### config.mk
export PLATFORM = sky130hd
export DESIGN_NAME = xport_frame_mapper
export DESIGN_NICKNAME = d
export VERILOG_FILES = /design/src/rtl/xfm_pkg.sv /design/src/rtl/xfm_container.sv /design/src/rtl/xfm_assembler.sv /design/src/rtl/xfm_out_stage.sv /design/src/rtl/xport_frame_mapper.sv
export SDC_FILE = /design/constraint.sdc
export NUM_CORES = 1
export LEC_CHECK = 0
export ABC_CLOCK_PERIOD_IN_PS = 1200
export CAP_MARGIN = 10
export CORE_ASPECT_RATIO = 0.8
export CORE_UTILIZATION = 32
export CTS_CLUSTER_DIAMETER = 40
export CTS_CLUSTER_SIZE = 12
export DETAILED_ROUTE_END_ITERATION = 8
export PLACE_DENSITY = 0.76
export SYNTH_ARGS = -nofsm -noshare
export SYNTH_HDL_FRONTEND = slang
export SYNTH_SLANG_ARGS = --single-unit
### constraint.sdc
create_clock -name clk -period 1.2 [get_ports clk]
set_input_delay 0.24 -clock clk [delete_from_list [all_inputs] [get_ports clk]]
set_output_delay 0.24 -clock clk [all_outputs]
set_load 0.02 [all_outputs]
### src/rtl/xfm_pkg.sv
package xfm_pkg;

   // Container width: sample plus in-container control bits, rounded up to a nibble
   function automatic int cont_w(int n, int cs, int cf);
      int w;
      w = n + ((cf != 0) ? 0 : cs);
      return ((w + 3) / 4) * 4;
   endfunction

   // Width of the grouped control word, whole octets
   function automatic int ctlword_w(int ns, int cs, int cf);
      if (cf == 0 || cs == 0) return 0;
      return ((ns * cs + 7) / 8) * 8;
   endfunction

   // Containers per lane when no straddling is allowed
   function automatic int per_lane(int lb, int np);
      return lb / np;
   endfunction

   // Frame bit offset at which container i starts
   function automatic int samp_pos(int i, int np, int lb, int hd);
      int spl;
      if (hd != 0) return i * np;
      spl = lb / np;
      if (spl == 0) return 0;
      return (i / spl) * lb + (i % spl) * np;
   endfunction

   // One past the last frame bit used by containers
   function automatic int used_end(int ns, int np, int lb, int hd);
      return samp_pos(ns - 1, np, lb, hd) + np;
   endfunction

endpackage

### src/rtl/xfm_container.sv
module xfm_container #(
   parameter int N   = 14,
   parameter int CS  = 2,
   parameter int CSW = 2,
   parameter int CF  = 0,
   parameter int NP  = 16
) (
   input  logic [N-1:0]   smp,
   input  logic [CSW-1:0] ctl,
   output logic [NP-1:0]  cont
);
   localparam int CIN = (CF == 0) ? CS : 0;
   localparam int PW  = N + CIN;

   logic [PW-1:0] payload;

   generate
      if (CIN > 0) begin : g_with_ctl
         assign payload = {smp, ctl[CS-1:0]};
      end else begin : g_no_ctl
         logic unused_ctl;
         assign unused_ctl = ^ctl;
         assign payload    = smp;
      end

      if (NP > PW) begin : g_tail
         assign cont = {payload, {(NP-PW){1'b0}}};
      end else begin : g_exact
         assign cont = payload;
      end
   endgenerate

endmodule

### src/rtl/xfm_assembler.sv
module xfm_assembler
   import xfm_pkg::*;
#(
   parameter int NS  = 2,
   parameter int NP  = 16,
   parameter int CS  = 2,
   parameter int CSW = 2,
   parameter int LB  = 16,
   parameter int FB  = 32,
   parameter int HD  = 0,
   parameter int CWW = 0
) (
   input  logic [NS*NP-1:0]  cont_flat,
   input  logic [NS*CSW-1:0] ctl_flat,
   output logic [FB-1:0]     frame
);
   localparam int CW_START = FB - CWW;

   logic [FB-1:0] smp_part;
   logic [FB-1:0] ctl_part;

   // Frame bit p maps to vector bit FB-1-p
   always_comb begin
      smp_part = '0;
      for (int i = 0; i < NS; i++) begin
         smp_part[FB-1-samp_pos(i, NP, LB, HD) -: NP] = cont_flat[i*NP +: NP];
      end
   end

   generate
      if (CWW > 0) begin : g_ctlword
         always_comb begin
            ctl_part = '0;
            for (int i = 0; i < NS; i++) begin
               for (int b = 0; b < CS; b++) begin
                  ctl_part[FB-1-CW_START-i*CS-b] = ctl_flat[i*CSW+CS-1-b];
               end
            end
         end
      end else begin : g_no_ctlword
         logic unused_ctlbits;
         assign unused_ctlbits = ^ctl_flat;
         assign ctl_part       = '0;
      end
   endgenerate

   assign frame = smp_part | ctl_part;

endmodule

### src/rtl/xfm_out_stage.sv
module xfm_out_stage #(
   parameter int W = 32
) (
   input  logic         clk,
   input  logic         rst_n,
   input  logic         in_valid,
   output logic         in_ready,
   input  logic [W-1:0] in_data,
   output logic         out_valid,
   input  logic         out_ready,
   output logic [W-1:0] out_data
);
   logic take;

   assign in_ready = !out_valid || out_ready;
   assign take     = in_valid && in_ready;

   always_ff @(posedge clk or negedge rst_n) begin
      if (!rst_n) begin
         out_valid <= 1'b0;
         out_data  <= '0;
      end else begin
         if (in_ready) out_valid <= in_valid;
         if (take)     out_data  <= in_data;
      end
   end

   p_accept_r8: assert property (@(posedge clk) disable iff (!rst_n)
      take |=> out_valid);

   p_capture_r8: assert property (@(posedge clk) disable iff (!rst_n)
      take |=> (out_data == $past(in_data)));

   p_drain_r8: assert property (@(posedge clk) disable iff (!rst_n)
      (out_valid && out_ready && !in_valid) |=> !out_valid);

   p_hold_stable_r9: assert property (@(posedge clk) disable iff (!rst_n)
      (out_valid && !out_ready) |=> (out_valid && $stable(out_data)));

endmodule

### src/rtl/xport_frame_mapper.sv
module xport_frame_mapper
   import xfm_pkg::*;
#(
   parameter int M  = 2,
   parameter int S  = 1,
   parameter int N  = 13,
   parameter int CS = 2,
   parameter int L  = 3,
   parameter int F  = 3,
   parameter int HD = 0,
   parameter int CF = 0,
   localparam int NS  = M * S,
   localparam int CSW = (CS > 0) ? CS : 1,
   localparam int FB  = L * F * 8
) (
   input  logic              clk,
   input  logic              rst_n,
   input  logic              in_valid,
   output logic              in_ready,
   input  logic [NS*N-1:0]   in_samples,
   input  logic [NS*CSW-1:0] in_ctrl,
   output logic              out_valid,
   input  logic              out_ready,
   output logic [FB-1:0]     out_lanes
);
   localparam int NP  = cont_w(N, CS, CF);
   localparam int LB  = F * 8;
   localparam int CWW = ctlword_w(NS, CS, CF);

   // Reject parameter sets that cannot be built
   generate
      if (CS < 0 || CS > 3) begin : g_bad_cs
         $error("control bits per sample must be 0..3");
      end
      if (HD == 0 && per_lane(LB, NP) == 0) begin : g_bad_lane
         $error("container wider than a lane without high-density packing");
      end
      if (used_end(NS, NP, LB, HD) + CWW > FB) begin : g_bad_fit
         $error("frame contents exceed L*F*8 bits");
      end
   endgenerate

   logic [NS*NP-1:0] cont_flat;
   logic [FB-1:0]    frame;

   generate
      for (genvar i = 0; i < NS; i++) begin : g_cont
         xfm_container #(
            .N(N), .CS(CS), .CSW(CSW), .CF(CF), .NP(NP)
         ) u_cont (
            .smp  (in_samples[i*N +: N]),
            .ctl  (in_ctrl[i*CSW +: CSW]),
            .cont (cont_flat[i*NP +: NP])
         );
      end
   endgenerate

   xfm_assembler #(
      .NS(NS), .NP(NP), .CS(CS), .CSW(CSW),
      .LB(LB), .FB(FB), .HD(HD), .CWW(CWW)
   ) u_asm (
      .cont_flat (cont_flat),
      .ctl_flat  (in_ctrl),
      .frame     (frame)
   );

   xfm_out_stage #(.W(FB)) u_out (
      .clk       (clk),
      .rst_n     (rst_n),
      .in_valid  (in_valid),
      .in_ready  (in_ready),
      .in_data   (frame),
      .out_valid (out_valid),
      .out_ready (out_ready),
      .out_data  (out_lanes)
   );

   p_reset_idle_r10: assert property (@(posedge clk)
      !rst_n |=> !out_valid);

endmodule

==> reports/results.txt <==
Pre-CTS setup slack: -0.438 ns
Setup bufs post-CTS: 0
Cts hold-fix bufs: 0
Die area: 0.00541 mm^2
Initial Util: 0.344
DRT iter0 DRCs: 11
Drt wl/cell: 11.6 um
Clock power share: 0.276
Int Pwr: 2.24 mW
Fraction of layout cells with a size suffix above 1: 0.426
Failing checks: setup timing
Ys async rst share: 1.00
GRT Total Usage: 0.114
Die width: 82.0 um
H-tree depth: 2
Sw Pwr: 951 uW
Max Slew Vio Count: 0
Yosys cell types: 8
Vias in the first global route: 861
RSZ-0062 raised after global routing: yes
Clock Sinks: 31
Area Growth Syn to Fin: 41.2%
CTS tree: yes
Max Cap Viol: 0
Crit start category: flip-flop
# DRC: 0
Post-DP HPWL: 2.03 mm
Dpl cells: 238
Clock period minus worst slack: 1.27 ns
Placed Area: 0.00225 mm^2
M3 GR Usage: 0.0469
Core area: 0.00476 mm^2
CP Capture Type: flip-flop
Leak: 1.18 nW
Most common flop cell mapped by yosys: dfrtp_1
Worst-path clk slew: 0.06 ns
Global-route wire length before repair: 4.40 mm
Power Dens Cells: 1380 mW/mm^2
Cells after Synth: 110
Antenna diodes: 0
Hold crit path type: primary input to async pin
Final Skew: 0.00412 ns
Maximum VDD drop: 0.000622 V
Clk_lat worst skew: 0.27 ns
Setup WS post-layout: -0.0715 ns
GRT met2 Usage: 0.169
Number of synthesized flops with an enable pin: 0
GP Congestion: 0.632
Nets: 221
Ports: 108
Power, Total: 3.19 mW
Share of the synthesized area in the top cell type: 0.474
Leading area contributor after synthesis: dfrtp_1
TritonRoute pass-1 iters: 3
Final non-filler cell total: 248
Total grt overflow: 0
Endpoints failing hold: 0
Fmax: 0.786 GHz
Rows: 22
Sw Share: 0.298
Finish-stage setup viols: 31
Min Hold Slack: 0.334 ns
Ranking of synthesized cells by area: dfrtp_1 47%, mux2_4 28%, buf_4 19%
Ys Warns: 0
Sequential area share after synthesis: 0.474
Synthesized flop and latch total: 31
Setup TNS: -1.82 ns
Critical path arrival: 1.43 ns
Filler cells: 450
TritonCTS Buffers: 5
Critical Path Fanout Max: 6
Count of input and output buffers: 65
Longest Clk Path Bufs: 2
Routed vias/inst: 3.73
Fin util: 0.486
WP data required: 1.35 ns
Antenna viol nets, final: 0
Gr busiest metal: met2
DRT Wirelength: 2.87 mm
Vias: 925
Design area: 0.00231 mm^2
Comb pwr share: 0.321
Top post-synthesis cells by count: 42 x buf_4, 31 x dfrtp_1, 30 x mux2_4
Root Driver: clkbuf_8
Most frequent cell after synthesis: buf_4
Die Ht: 66.0 um
M1 GR Usage: 0.146
Mapped Area: 0.00164 mm^2
Outcome: complete, but fails checks
WS Path Type: flip-flop to flip-flop
Reg power frac: 0.402
Initial antenna violation count: 0
Largest net degree at the start of global routing: 32
Final worst-path cycle share: 1.06
Syn_area_per_cell: 14.9 um^2
==> logic make-up after synthesis <==
kind of cell           after synthesis  share of synthesized area
buffers and inverters               45                      0.229
DFF                                 31                      0.474
muxes                               30                      0.275
and+or+nand+nor                      3                     0.0199
other                                1                    0.00229
==> state kept, by name, summed over array words and instances, names as in the netlist <==
signal	flops
u_out.out_data	30
u_out.out_valid	1
==> worst max-delay path, cell delays in order (launching register included) <==
cell,delay [ns]
dfrtp_2,0.42
nand2b_4,0.07
buf_6,0.11
nand2_8,0.09
buf_12,0.16
mux2_4,0.29
==> per-layer routing <==
metal  vias up  part of all wire
met1       438              0.45
li1        430                 -
met4         0            0.0056
met3         2             0.081
met5         -                 0
met2        55              0.47
==> power groups by stage <==
| stage | registers, mW | logic [mW] | clock network [mW] |
|---|---|---|---|
| finish | 1.28 | 1.03 | 0.882 |
| global route | 1.30 | 1.09 | 0.984 |
| CTS | 1.29 | 1.10 | 0.933 |
| detailed placement | 1.30 | 1.12 | 0 |
| global placement | 1.30 | 1.11 | 0 |
| floorplan | 1.49 | 0.530 | 0 |
==> worst paths after layout <==
| check | startpoint | endpoint | slack [ns] | cells after the start |
|---|---|---|---|---|
| worst max-delay path | u_out.out_valid | u_out.out_data[62] | -0.07 | 5 |
| worst min register to register | u_out.out_data[63] | u_out.out_data[63] | 0.51 | 1 |
| worst max register to register | u_out.out_valid | u_out.out_data[62] | -0.07 | 5 |
| max in group asynchronous | rst_n | u_out.out_valid | 0.69 | 2 |
| min in group clk | u_out.out_data[63] | u_out.out_data[63] | 0.51 | 1 |
| worst min-delay path | rst_n | u_out.out_data[69] | 0.33 | 2 |
==> repair_timing <==
action / CTS / global route
gates cloned: 2 / 0
endpoints found under the setup margin: 62 / 53
gates resized for setup: 86 / 21
pin swaps: 0 / 0
==> cell type report <==
cell class | count | area, um^2 | share of cell area
Timing Repair Buffer | 74 | 711 | 0.307
Sequential cell | 31 | 777 | 0.336
Multi-Input combinational cell | 75 | 649 | 0.281
Clock buffer | 8 | 100 | 0.0433
Tap cell | 60 | 75.1 | 0.0325
==> layout by cell type (no fill, tap or decap) <==
| cell type | count |
|---|---|
| clkbuf_8 | 7 |
| clkbuf_2 | 14 |
| buf_2 | 8 |
| buf_12 | 4 |
| clkbuf_1 | 1 |
| buf_4 | 2 |
| conb_1 | 42 |
| clkdlybuf4s50_1 | 32 |
| mux2_4 | 30 |
| buf_16 | 2 |
| dfrtp_2 | 1 |
| nand2_8 | 1 |
| dlygate4sd2_1 | 2 |
| buf_6 | 1 |
| nand2b_4 | 1 |
| or2b_1 | 1 |
| clkdlybuf4s15_2 | 9 |
| dfrtp_1 | 30 |
Power figures use the tool's default switching activity.
